--- config.mk ---
export PLATFORM = sky130hd
export DESIGN_NAME = osc_trim_ctrl
export DESIGN_NICKNAME = d
export VERILOG_FILES = /design/src/rtl/osc_trim_ctrl.sv
export SDC_FILE = /design/constraint.sdc
export NUM_CORES = 1
export LEC_CHECK = 0
export ABC_AREA = 1
export BUFFER_PORTS_ARGS = -buffer_cell sky130_fd_sc_hd__buf_4
export CORE_MARGIN = 3
export CORE_UTILIZATION = 55
export DETAILED_ROUTE_END_ITERATION = 7
export GPL_TIMING_DRIVEN = 1
export PLACE_DENSITY = 0.77
export SLEW_MARGIN = 0
export SYNTH_ARGS = -nofsm -noshare
export SYNTH_HDL_FRONTEND = slang
export SYNTH_SLANG_ARGS = --single-unit
--- constraint.sdc ---
create_clock -name clk -period 5 [get_ports clk]
set_input_delay 0 -clock clk [delete_from_list [all_inputs] [get_ports clk]]
set_output_delay 0 -clock clk [all_outputs]
set_load 0.02 [all_outputs]
--- src/rtl/osc_trim_ctrl.sv ---
module osc_trim_ctrl #(
  parameter int EXP_PER_REF = 675,
  parameter int RETRY_BASE  = 64,
  parameter int TRIM_W      = 8,
  parameter int TRIM_INIT   = 128,
  parameter int LOCK_TOL    = 1
) (
  input  logic              clk,
  input  logic              rst_n,
  input  logic              ref_clk,
  input  logic              bus_wr,
  input  logic [1:0]        bus_addr,
  input  logic [2:0]        bus_wdata,
  output logic [2:0]        bus_rdata,
  output logic [TRIM_W-1:0] trim_code,
  output logic              irq
);

  localparam int PER_LO = EXP_PER_REF / 2;
  localparam int PER_HI = EXP_PER_REF + EXP_PER_REF / 2;
  localparam int PER_W  = $clog2(PER_HI + 2);
  localparam int SUM_W  = $clog2(32 * (PER_HI + 2));
  localparam int RET_W  = $clog2(RETRY_BASE * 8 + 1);

  logic [2:0]        ref_s;
  logic              en, meas_on, locked;
  logic [1:0]        sel;
  logic              ie_fail, ie_err, f_fail, f_err;
  logic [PER_W-1:0]  per_cnt;
  logic [SUM_W-1:0]  sum;
  logic [5:0]        win_cnt;
  logic [RET_W-1:0]  retry_cnt;
  logic [TRIM_W-1:0] trim;

  wire ref_edge = ref_s[1] & ~ref_s[2];
  wire wr_ctrl  = bus_wr && bus_addr == 2'd0;
  wire wr_ie    = bus_wr && bus_addr == 2'd1;
  wire wr_stat  = bus_wr && bus_addr == 2'd2;
  wire start    = wr_ctrl && bus_wdata[0] && !en;

  wire [5:0]       win_len   = 6'd4 << sel;
  wire [RET_W-1:0] retry_lim = RET_W'(RETRY_BASE) << sel;
  wire [SUM_W-1:0] target    = SUM_W'(EXP_PER_REF * 4) << sel;
  wire [SUM_W-1:0] sum_next  = sum + SUM_W'(per_cnt);
  wire [SUM_W-1:0] lo_bound  = target - SUM_W'(LOCK_TOL);
  wire [SUM_W-1:0] hi_bound  = target + SUM_W'(LOCK_TOL);
  wire             too_slow  = sum_next < lo_bound;
  wire             in_tol    = !too_slow && sum_next <= hi_bound;
  wire             win_end   = win_cnt >= win_len - 6'd1;

  wire clk_err  = en && meas_on &&
                  ((ref_edge && per_cnt < PER_W'(PER_LO)) || per_cnt > PER_W'(PER_HI));
  wire win_done = en && meas_on && ref_edge && win_end && !clk_err;
  wire give_up  = win_done && !in_tol && retry_cnt >= retry_lim - RET_W'(1);
  wire step     = win_done && !in_tol && !give_up;

  assign trim_code = trim;
  assign irq       = (f_fail && ie_fail) || (f_err && ie_err);

  always_comb begin
    case (bus_addr)
      2'd0:    bus_rdata = {sel, en};
      2'd1:    bus_rdata = {1'b0, ie_err, ie_fail};
      2'd2:    bus_rdata = {f_err, f_fail, locked};
      default: bus_rdata = 3'd0;
    endcase
  end

  always_ff @(posedge clk or negedge rst_n) begin
    if (!rst_n) begin
      ref_s   <= '0;
      per_cnt <= '0;
    end else begin
      ref_s <= {ref_s[1:0], ref_clk};
      if (ref_edge)
        per_cnt <= PER_W'(1);
      else if (per_cnt <= PER_W'(PER_HI))
        per_cnt <= per_cnt + PER_W'(1);
    end
  end

  always_ff @(posedge clk or negedge rst_n) begin
    if (!rst_n) begin
      en      <= 1'b0;
      sel     <= 2'd0;
      ie_fail <= 1'b0;
      ie_err  <= 1'b0;
      f_fail  <= 1'b0;
      f_err   <= 1'b0;
    end else begin
      if (clk_err || give_up) en <= 1'b0;
      else if (wr_ctrl)       en <= bus_wdata[0];
      if (wr_ctrl) sel <= bus_wdata[2:1];
      if (wr_ie) begin
        ie_fail <= bus_wdata[0];
        ie_err  <= bus_wdata[1];
      end
      f_fail <= give_up || (f_fail && !(wr_stat && bus_wdata[1]));
      f_err  <= clk_err || (f_err && !(wr_stat && bus_wdata[2]));
    end
  end

  always_ff @(posedge clk or negedge rst_n) begin
    if (!rst_n) begin
      meas_on   <= 1'b0;
      win_cnt   <= '0;
      sum       <= '0;
      retry_cnt <= '0;
      locked    <= 1'b0;
      trim      <= TRIM_W'(TRIM_INIT);
    end else begin
      if (!en || start || clk_err || give_up) meas_on <= 1'b0;
      else if (ref_edge)                      meas_on <= 1'b1;

      if (!meas_on || (ref_edge && win_end)) begin
        win_cnt <= '0;
        sum     <= '0;
      end else if (ref_edge) begin
        win_cnt <= win_cnt + 6'd1;
        sum     <= sum_next;
      end

      if (start)
        retry_cnt <= '0;
      else if (win_done)
        retry_cnt <= (in_tol || give_up) ? '0 : retry_cnt + RET_W'(1);

      if (!en || start) locked <= 1'b0;
      else if (win_done) locked <= in_tol;

      if (step) begin
        if (too_slow && trim != '1)       trim <= trim + TRIM_W'(1);
        else if (!too_slow && trim != '0) trim <= trim - TRIM_W'(1);
      end
    end
  end

  AST_FAIL_CLEARS_EN: assert property (@(posedge clk) disable iff (!rst_n)
    $rose(f_fail) |-> !en);
  AST_ERR_CLEARS_EN: assert property (@(posedge clk) disable iff (!rst_n)
    $rose(f_err) |-> !en);
  AST_UNIT_STEP: assert property (@(posedge clk) disable iff (!rst_n)
    trim != $past(trim) |-> (trim - $past(trim) == TRIM_W'(1) ||
                             $past(trim) - trim == TRIM_W'(1)));
  AST_FROZEN_WHEN_OFF: assert property (@(posedge clk) disable iff (!rst_n)
    !$past(en) |-> $stable(trim));
  AST_LOCK_NEEDS_EN: assert property (@(posedge clk) disable iff (!rst_n)
    locked |-> $past(en));

endmodule

Word-level counts from Yosys, hierarchy flattened:

Index checks and enable logic that the tools add are counted.

* memories kept: 0
* latch bits: 0
* memory bits (read-only): 0
* flip-flop bits (word level): 61
* bits in writable memories: 0
* output and inout bits: 12

* multipliers: 0
* reduce and logical (&&, ||, !) cells: 52
* add/subtract/negate cells: 10
* bitwise gates (word level): 2
* equal/unequal tests: 3
* muxes and demuxes: 18
* magnitude comparators: 7
* shift-type cells: 3
* div/mod/pow operators: 0

Operator list (count)
* 10-bit 2-to-1 mux: 5
* 15-bit 2-to-1 mux: 2
* 1-bit logical AND: 24
* 10-bit by 1-bit adder with 10-bit output (second input constant): 2
* 8-bit 2-to-1 mux: 2
* 15-bit by 1-bit adder with 15-bit output (second input constant): 1
* 15-bit by 10-bit adder with 15-bit output: 1
* 15-bit less-or-equal comparator: 1
* 15-bit < comparator: 1
* 12-bit by 2-bit left shift with 15-bit output (first input constant): 1
* 15-bit by 1-bit subtractor with 15-bit output (second input constant): 1
* 2-bit nonzero test: 7
* 6-bit 2-to-1 mux: 2
* 10-bit greater-or-equal comparator: 1
* 10-bit > comparator (second input constant): 1
* 10-bit less-or-equal comparator (second input constant): 1
* 1-bit logical OR: 10
* 10-bit by 9-bit < comparator with 1-bit output (second input constant): 1
* 7-bit by 2-bit left shift with 10-bit output (first input constant): 1
* 10-bit by 1-bit subtractor with 10-bit output (second input constant): 1
* 3-bit one-hot mux with 3 select lines: 1
* 8-bit by 1-bit adder with 8-bit output (second input constant): 1
* 1-bit zero test: 8
* 8-bit inequality test (second input constant): 1
* 13 further kinds: 18

Logic depth before layout (Yosys ltp):

Gate-level depths: netlist of run 1.

* depth in word-level cells: 13
* mapped depth: 25

Least setup slack after synthesis of run 1:

No wires, ideal clock.

* path kind: flip-flop to flip-flop
* from: register per_cnt[0]
* to: register trim[6], in the netlist trim_code[6]
* setup slack: 1210 ps
* buffers on the path: 0
* arrival: 3725 ps
* setup time: 65 ps
* clock period less this slack: 3790 ps
* required time: 4935 ps
* cell stages (with the launch flop): 23
* cells stage by stage: dfrtp_1 > ha_1 > fa_1 > nand3_1 > nand3_1 > nand2_1 > xor2_1 > ha_1 > nand2_1 > inv_1 > nand2_1 > nand2_1 > a21oi_2 > nand3_1 > ha_1 > a21oi_1 > nand2_1 > a21oi_1 > nor2_1 > nor2_1 > xnor2_1 > nand2_1 > nand2_1

* cells in the longest elaborated chain, start to end: 11

RTL lines
* start: declaration: line 29 `logic [PER_W-1:0] per_cnt;`
* start signal: assignment: line 78 `per_cnt <= per_cnt + PER_W'(1);`
* parallel branches: the longest is 11 deep, another holds 15-bit by 10-bit adder with 15-bit output
* end signal: assignment: line 110 `trim <= TRIM_W'(TRIM_INIT);`
* end signal: assignment: line 132 `if (too_slow && trim != '1) trim <= trim + TRIM_W'(1);`
* end signal: assignment: line 133 `else if (!too_slow && trim != '0) trim <= trim - TRIM_W'(1);`
* end: declaration: line 33 `logic [TRIM_W-1:0] trim;`

Several ways; the timed one is not identified.
A chain may end at the register's enable or synchronous reset.

Final worst setup path of run 1:

* from: register per_cnt[0]
* to: register trim[5], in the netlist trim_code[5]

The elaborated chain is that of the path after synthesis.

==> flow_summary.yaml, run 1 <==
floorplanning:
  die_h_um: 100
  fp-row-count: 33
  ios: 21
  core_mm2: 0.00842
  dieArea_mm2: 0.0101
  die_x_um: 100
  start_util_pct: 58.1
synthesis:
  async_flop_share_pct: 100
  synth-seq-cells: 61
  synth_edf_count: 0
  synth_cell_type_count: 48
  synth_top_flop_cell: "dfrtp_1"
  avgSynthCellArea_um2: 7.62
  ys_seq_area_share_pct: 31.2
  synth_cells: 642
  syn_nets: 716
  synth_area_mm2: 0.00489
  ys_warn_count: 0
finish:
  antenna_cells: 0
  stdcell_count: 782
  final_cell_mix: "nand2_1, inv_1, ha_1"
  area_growth_pct: 10.0
  final_cell_area_mm2: 0.00538
  layout_commonest_cell: "nand2_1"
  nets: 746
  layout-drive-gt1-share_pct: 11.1
setup_path:
  setup.worst_path.end_class: "flop"
  crit_fanout: 9
  cp-start-kind: "flop"
  critPathRequiredTime_ps: 5280
  rrSetupSlack_ps: 620
  arrival_ps: 4660
  worstSetupPathType: "reg2reg"
outcome:
  outcome: "complete, no violations"
pwr:
  power_mw: 1.53
  vdd_drop_max_mv: 0.195
  power_density_mw_per_mm2: 284
  p_leak_nw: 2.94
placed_design:
  dp.final_hpwl_mm: 8.25
  dpl.cell_count: 761
  numPortBuffers: 20
  gp_congestion: 0.933
  placed_cell_area_mm2: 0.00513
grt:
  grt_overflow: 0
  grt_max_degree: 62
  grt_pass1_vias: 4286
  grt_first_pass_wirelength_mm: 19.0
  grt_use_total_pct: 23.1
  antenna_found_initial: 0
clock_tree:
  root_buffer: "clkbuf_8"
  cts_tree: "yes"
  postCtsSetupBuffers: 0
  numCtsBuffers: 9
  clkTransAtPathRegs_ps: 80
  cts_max_path_buffers: 2
  cts_max_level: 3
  cts_resized: 0
  clock-sinks: 61
  clk_latency_ps: 340
timing:
  max_freq_mhz: 228
  relSlewSlack_pct: 39.6
  fin_crit_ps: 4380
  finalSetupViolations: 0
  rsz0062_at_grt: "no"
  whs_ps: 10.5
  skew_ps: 10.6
  tns_ps: 0
  worst_slew_pin_slew_ps: 902
  hold_violations: 0
  post-route-period-util_pct: 87.6
  slew_viol_final: 0
detailed_routing:
  avgRoutedWirePerCell_um: 13.9
  viasPerCell: 5.49
  ant_nets: 0
  routed_wl_mm: 10.8
  drc_errors: 0
  vias: 4293
  first_pass_iters: 5
  dr.first_iter.drc_count: 198
hold_path:
  hold_path.class: "in2reg"
job:
  maxCapViolCount: 0
-- state kept, by name, indices dropped and copies added (netlist names) --
| signal | flops |
|---|---|
| locked | 1 |
| ie_err | 1 |
| win_cnt | 6 |
| ie_fail | 1 |
| retry_cnt | 10 |
| meas_on | 1 |
| sum | 15 |
| f_err | 1 |
| ref_s | 3 |
| f_fail | 1 |
| en | 1 |
| per_cnt | 10 |
| sel | 2 |
| trim_code | 8 |
-- Yosys cell counts, drive strengths merged (4+ instances only) --
cell type,instances,share of area [%]
dfrtp,60,31
nand3,37,4.2
a21oi,41,4.3
nand4,14,2.1
nor3,8,0.82
a22o,4,0.72
buf,4,0.66
nor2,51,4.8
xor2,22,3.9
xnor2,5,0.90
o21ai,39,4.6
ha,63,16
nand2,172,14
inv,89,6.9
-- per-layer routing --
metal / global-route usage, % / vias to the layer above / share of wire [%]
met1: 31.1 / 1997 / 47
met3: 3.96 / 13 / 4.0
met5: 0 / - / 0
met4: 5.91 / 0 / 1.3
li1: - / 2173 / -
met2: 38.7 / 110 / 47
-- kinds of logic (layout without fill, tap and decap cells) --
kind of cell,Yosys count,in the layout,synth area share (%)
buffers and inverters,96,131,7.80
adder cells (fa/ha/maj),65,65,16.9
XOR/XNOR,27,27,4.83
AO/OA/AOI/OAI,99,99,11.9
AND/OR/NAND/NOR,293,293,27.0
multiplexers,1,1,0.230
flip-flops,61,61,31.2
-- layout make-up --
cell class,instances,area [um^2]
tap,105,131
clock buffer,9,124
inverter,90,342
timing repair buffer,25,200
multi-input combinational,485,2980
sequential,61,1530
fill,736,3040
clock inverter,7,73.8
-- where the power goes --
group | switching, mW | leakage, nW | internal (mW)
sequential | 0.0605 | 0.816 | 0.543
combinational | 0.305 | 2.02 | 0.175
clock | 0.215 | 0.0996 | 0.232
total | 0.580 | 2.94 | 0.950
-- through the flow --
| step | setup WS [ps] | util (%) |
|---|---|---|
| global route | 206 | 63.9 |
| global placement | 900 | 60.9 |
| finish | 620 | 63.9 |
| CTS | 643 | 63.9 |
| detailed placement | 690 | 60.9 |
| floorplan | 1210 | - |
-- final timing paths --
check	startpoint	to	cells past startpoint
max reg2reg	per_cnt[0]	trim_code[5]	20
max	per_cnt[0]	trim_code[5]	20
max in group asynchronous	rst_n	ie_fail	2
min reg2reg	ref_s[0]	ref_s[1]	0
min in group asynchronous	rst_n	sum[10]	2
min	bus_wr	ie_err	3
-- critical path, stage by stage (launching register included) --
cell     delay (ps)
dfrtp_1         420
ha_1            290
fa_1            470
nand3_1         120
nand3_1         170
nand2_1         120
xor2_1          310
ha_1            320
nand2_1          60
nand2_1          40
nand2_1          60
nand2_1          60
a21oi_2         190
nand3_1         360
ha_1            490
a21oi_1         240
o21ai_0         110
a41oi_1         200
xor2_1          170
nand2_1          70
nand2_1          60
-- what timing repair did --
action | 4_1_cts | 5_1_grt
setup endpoints to repair | 0 | 0
hold endpoints to repair | 65 | 0
hold buffers | 5 | 0
Power figures use the tool's default switching activity.
==> run 2: changes to the inputs <==
REMOVE_ABC_BUFFERS = 1   (was unset)
==> run 2 against run 1 <==
Effect of this change: global-route usage down 0.16 points; die area unchanged; fmax up 0.68%; sequential cell count unchanged; sequential share of layout area down 0.13 points.
==> flow_summary.yaml, run 2 (synthesis results as in run 1) <==
detailed_routing:
  ant_nets: 0
  viasPerCell: 5.49
  vias: 4307
  routed_wl_mm: 10.9
  avgRoutedWirePerCell_um: 13.8
  dr.first_iter.drc_count: 178
  drc_errors: 0
  first_pass_iters: 8
timing:
  worst_slew_pin_slew_ps: 784
  fin_crit_ps: 4350
  setup_slack_ps: 650
  post-route-period-util_pct: 87.0
  finalSetupViolations: 0
  whs_ps: 21.4
  hold_violations: 0
  max_freq_mhz: 230
  slew_viol_final: 0
  rsz0062_at_grt: "no"
  relSlewSlack_pct: 47.7
  skew_ps: 7.99
  tns_ps: 0
pwr:
  p_int_mw: 0.957
  p_leak_nw: 2.95
  vdd_drop_max_mv: 0.166
  power_density_mw_per_mm2: 287
  pwr-share-clk_pct: 30.4
  seq_power_share_pct: 39.0
  switchingPower_mw: 0.593
  comb_power_share_pct: 30.6
  swShare_pct: 38.3
setup_path:
  setup.worst_path.end_class: "flop"
  cp-start-kind: "flop"
  cpPeakStageDelay_ps: 480
  cp_slowest_cell: "ha_1"
  arrival_ps: 4650
  r2r-end: "trim_code[5]"
  critPathRequiredTime_ps: 5300
  crit_top_cell: "nand2_1"
  r2r-start: "per_cnt[3]"
  crit_fanout: 9
  worstSetupPathType: "reg2reg"
  rrSetupSlack_ps: 650
  cp_cell_sequence: "ha_1 -> a21oi_1 -> o21ai_0 -> a21oi_1 -> o21bai_1 -> xor2_1 -> ha_1 -> nand2_1 -> nand2_1 -> nand2_1 -> nand2_1 -> a21oi_2 -> nand3_1 -> ha_1 -> a21oi_1 -> o21ai_0 -> a41oi_1 -> xor2_1 -> nand2_1 -> nand2_1"
  r2r_cells: 20
finish:
  nets: 748
  layout-drive-gt1-share_pct: 11.2
  seq_area_mm2: 0.00153
  nFillCells: 708
  layout_commonest_cell: "nand2_1"
  stdcell_count: 784
  area_growth_pct: 10.5
  final_cell_mix: "nand2_1, inv_1, ha_1"
  largest_reg_flops: 15
  final_cell_area_mm2: 0.00541
  reg.largest.list: "sum x15, per_cnt x10, retry_cnt x10"
  top_register: "sum"
  multi_input_area_mm2: 0.00298
  antenna_cells: 0
placed_design:
  dp.final_hpwl_mm: 8.29
  placed_cell_area_mm2: 0.00514
  pre_cts_ws_ps: 757
  dpl.cell_count: 762
  numPortBuffers: 20
  gp_congestion: 1.01
clock_tree:
  numCtsBuffers: 9
  clkTransAtPathRegs_ps: 80
  root_buffer: "clkbuf_8"
  cts_max_level: 3
  cts_tree: "yes"
  clk_latency_ps: 350
  cts_max_path_buffers: 2
  clock-sinks: 61
job:
  maxCapViolCount: 0
hold_path:
  hp-start: "bus_addr[0]"
  worstHoldEndpoint: "ie_err"
  hold_path.class: "in2reg"
  hold_depth: 3
grt:
  grt_first_pass_wirelength_mm: 18.7
  antenna_found_initial: 0
  grt_max_degree: 62
  grt_overflow: 0
  grt_use_total_pct: 23.0
  grt_pass1_vias: 4120
floorplanning:
  dieArea_mm2: 0.0101
  ios: 21
  die_h_um: 100
  die_x_um: 100
  core_mm2: 0.00842
  fp-row-count: 33
  start_util_pct: 58.1
outcome:
  outcome: "complete, no violations"
## run 2: changes by cell type in the layout (fill, tap and decap cells not counted)
cell           delta
clkinv_2          -2
dlygate4sd3_1     +1
buf_4             +1
inv_6             +2
## run 2: repair_timing
item | 4_1_cts | 5_1_grt
hold endpoints to repair | 66 | 0
setup buffers | 0 | 0
hold buffers | 6 | 0
resized for setup | 0 | 0
## run 2: stage by stage
stage          util [%]  total power [mW]
2_1_floorplan         -             0.951
6_report           64.2              1.55
3_5_place_dp       61.0              1.08
5_1_grt            64.2              1.66
3_3_place_gp       61.0              1.06
4_1_cts            64.2              1.56
## run 2: layout make-up
type	instances	area share (%)
Multi-Input combinational cell	485	55.2
Sequential cell	61	28.3
Inverter	90	6.32
Timing Repair Buffer	27	4.03
Tap cell	105	2.43
Clock buffer	9	2.29
Clock inverter	7	1.50
## run 2: power groups by stage
stage               Combinational, mW  Clock [mW]  Sequential, mW
finish                          0.474       0.471           0.605
floorplan                       0.356           0           0.595
global route                    0.545       0.497           0.615
detailed placement              0.465           0           0.613
global placement                0.447           0           0.610
CTS                             0.476       0.477           0.603
## run 2: worst max-delay path by stage
| stage | from | to | cells past startpoint |
|---|---|---|---|
| final | per_cnt[3] | trim_code[5] | 20 |
| after global routing | per_cnt[3] | trim_code[7] | 22 |
| after CTS | per_cnt[0] | trim_code[7] | 21 |
| after detailed placement | per_cnt[0] | trim_code[7] | 21 |
| after global placement | per_cnt[0] | trim_code[6] | 22 |
| after floorplan | per_cnt[0] | trim_code[6] | 22 |
## run 2: routing by layer
layer | GRT usage (%) | vias to the layer above | part of all wire, %
met3 | 4.38 | 20 | 4.4
met2 | 39.7 | 112 | 50
met4 | 7.67 | 0 | 1.4
li1 | - | 2174 | -
met5 | 0 | - | 0
met1 | 28.8 | 2001 | 44
## run 2: critical path: cells and delay by family (launching register included)
family          cells  cell delay [ps]
simple gates        7              720
flops               1              440
fa+ha+maj           3             1180
compound gates      8             1500
xor+xnor            2              470
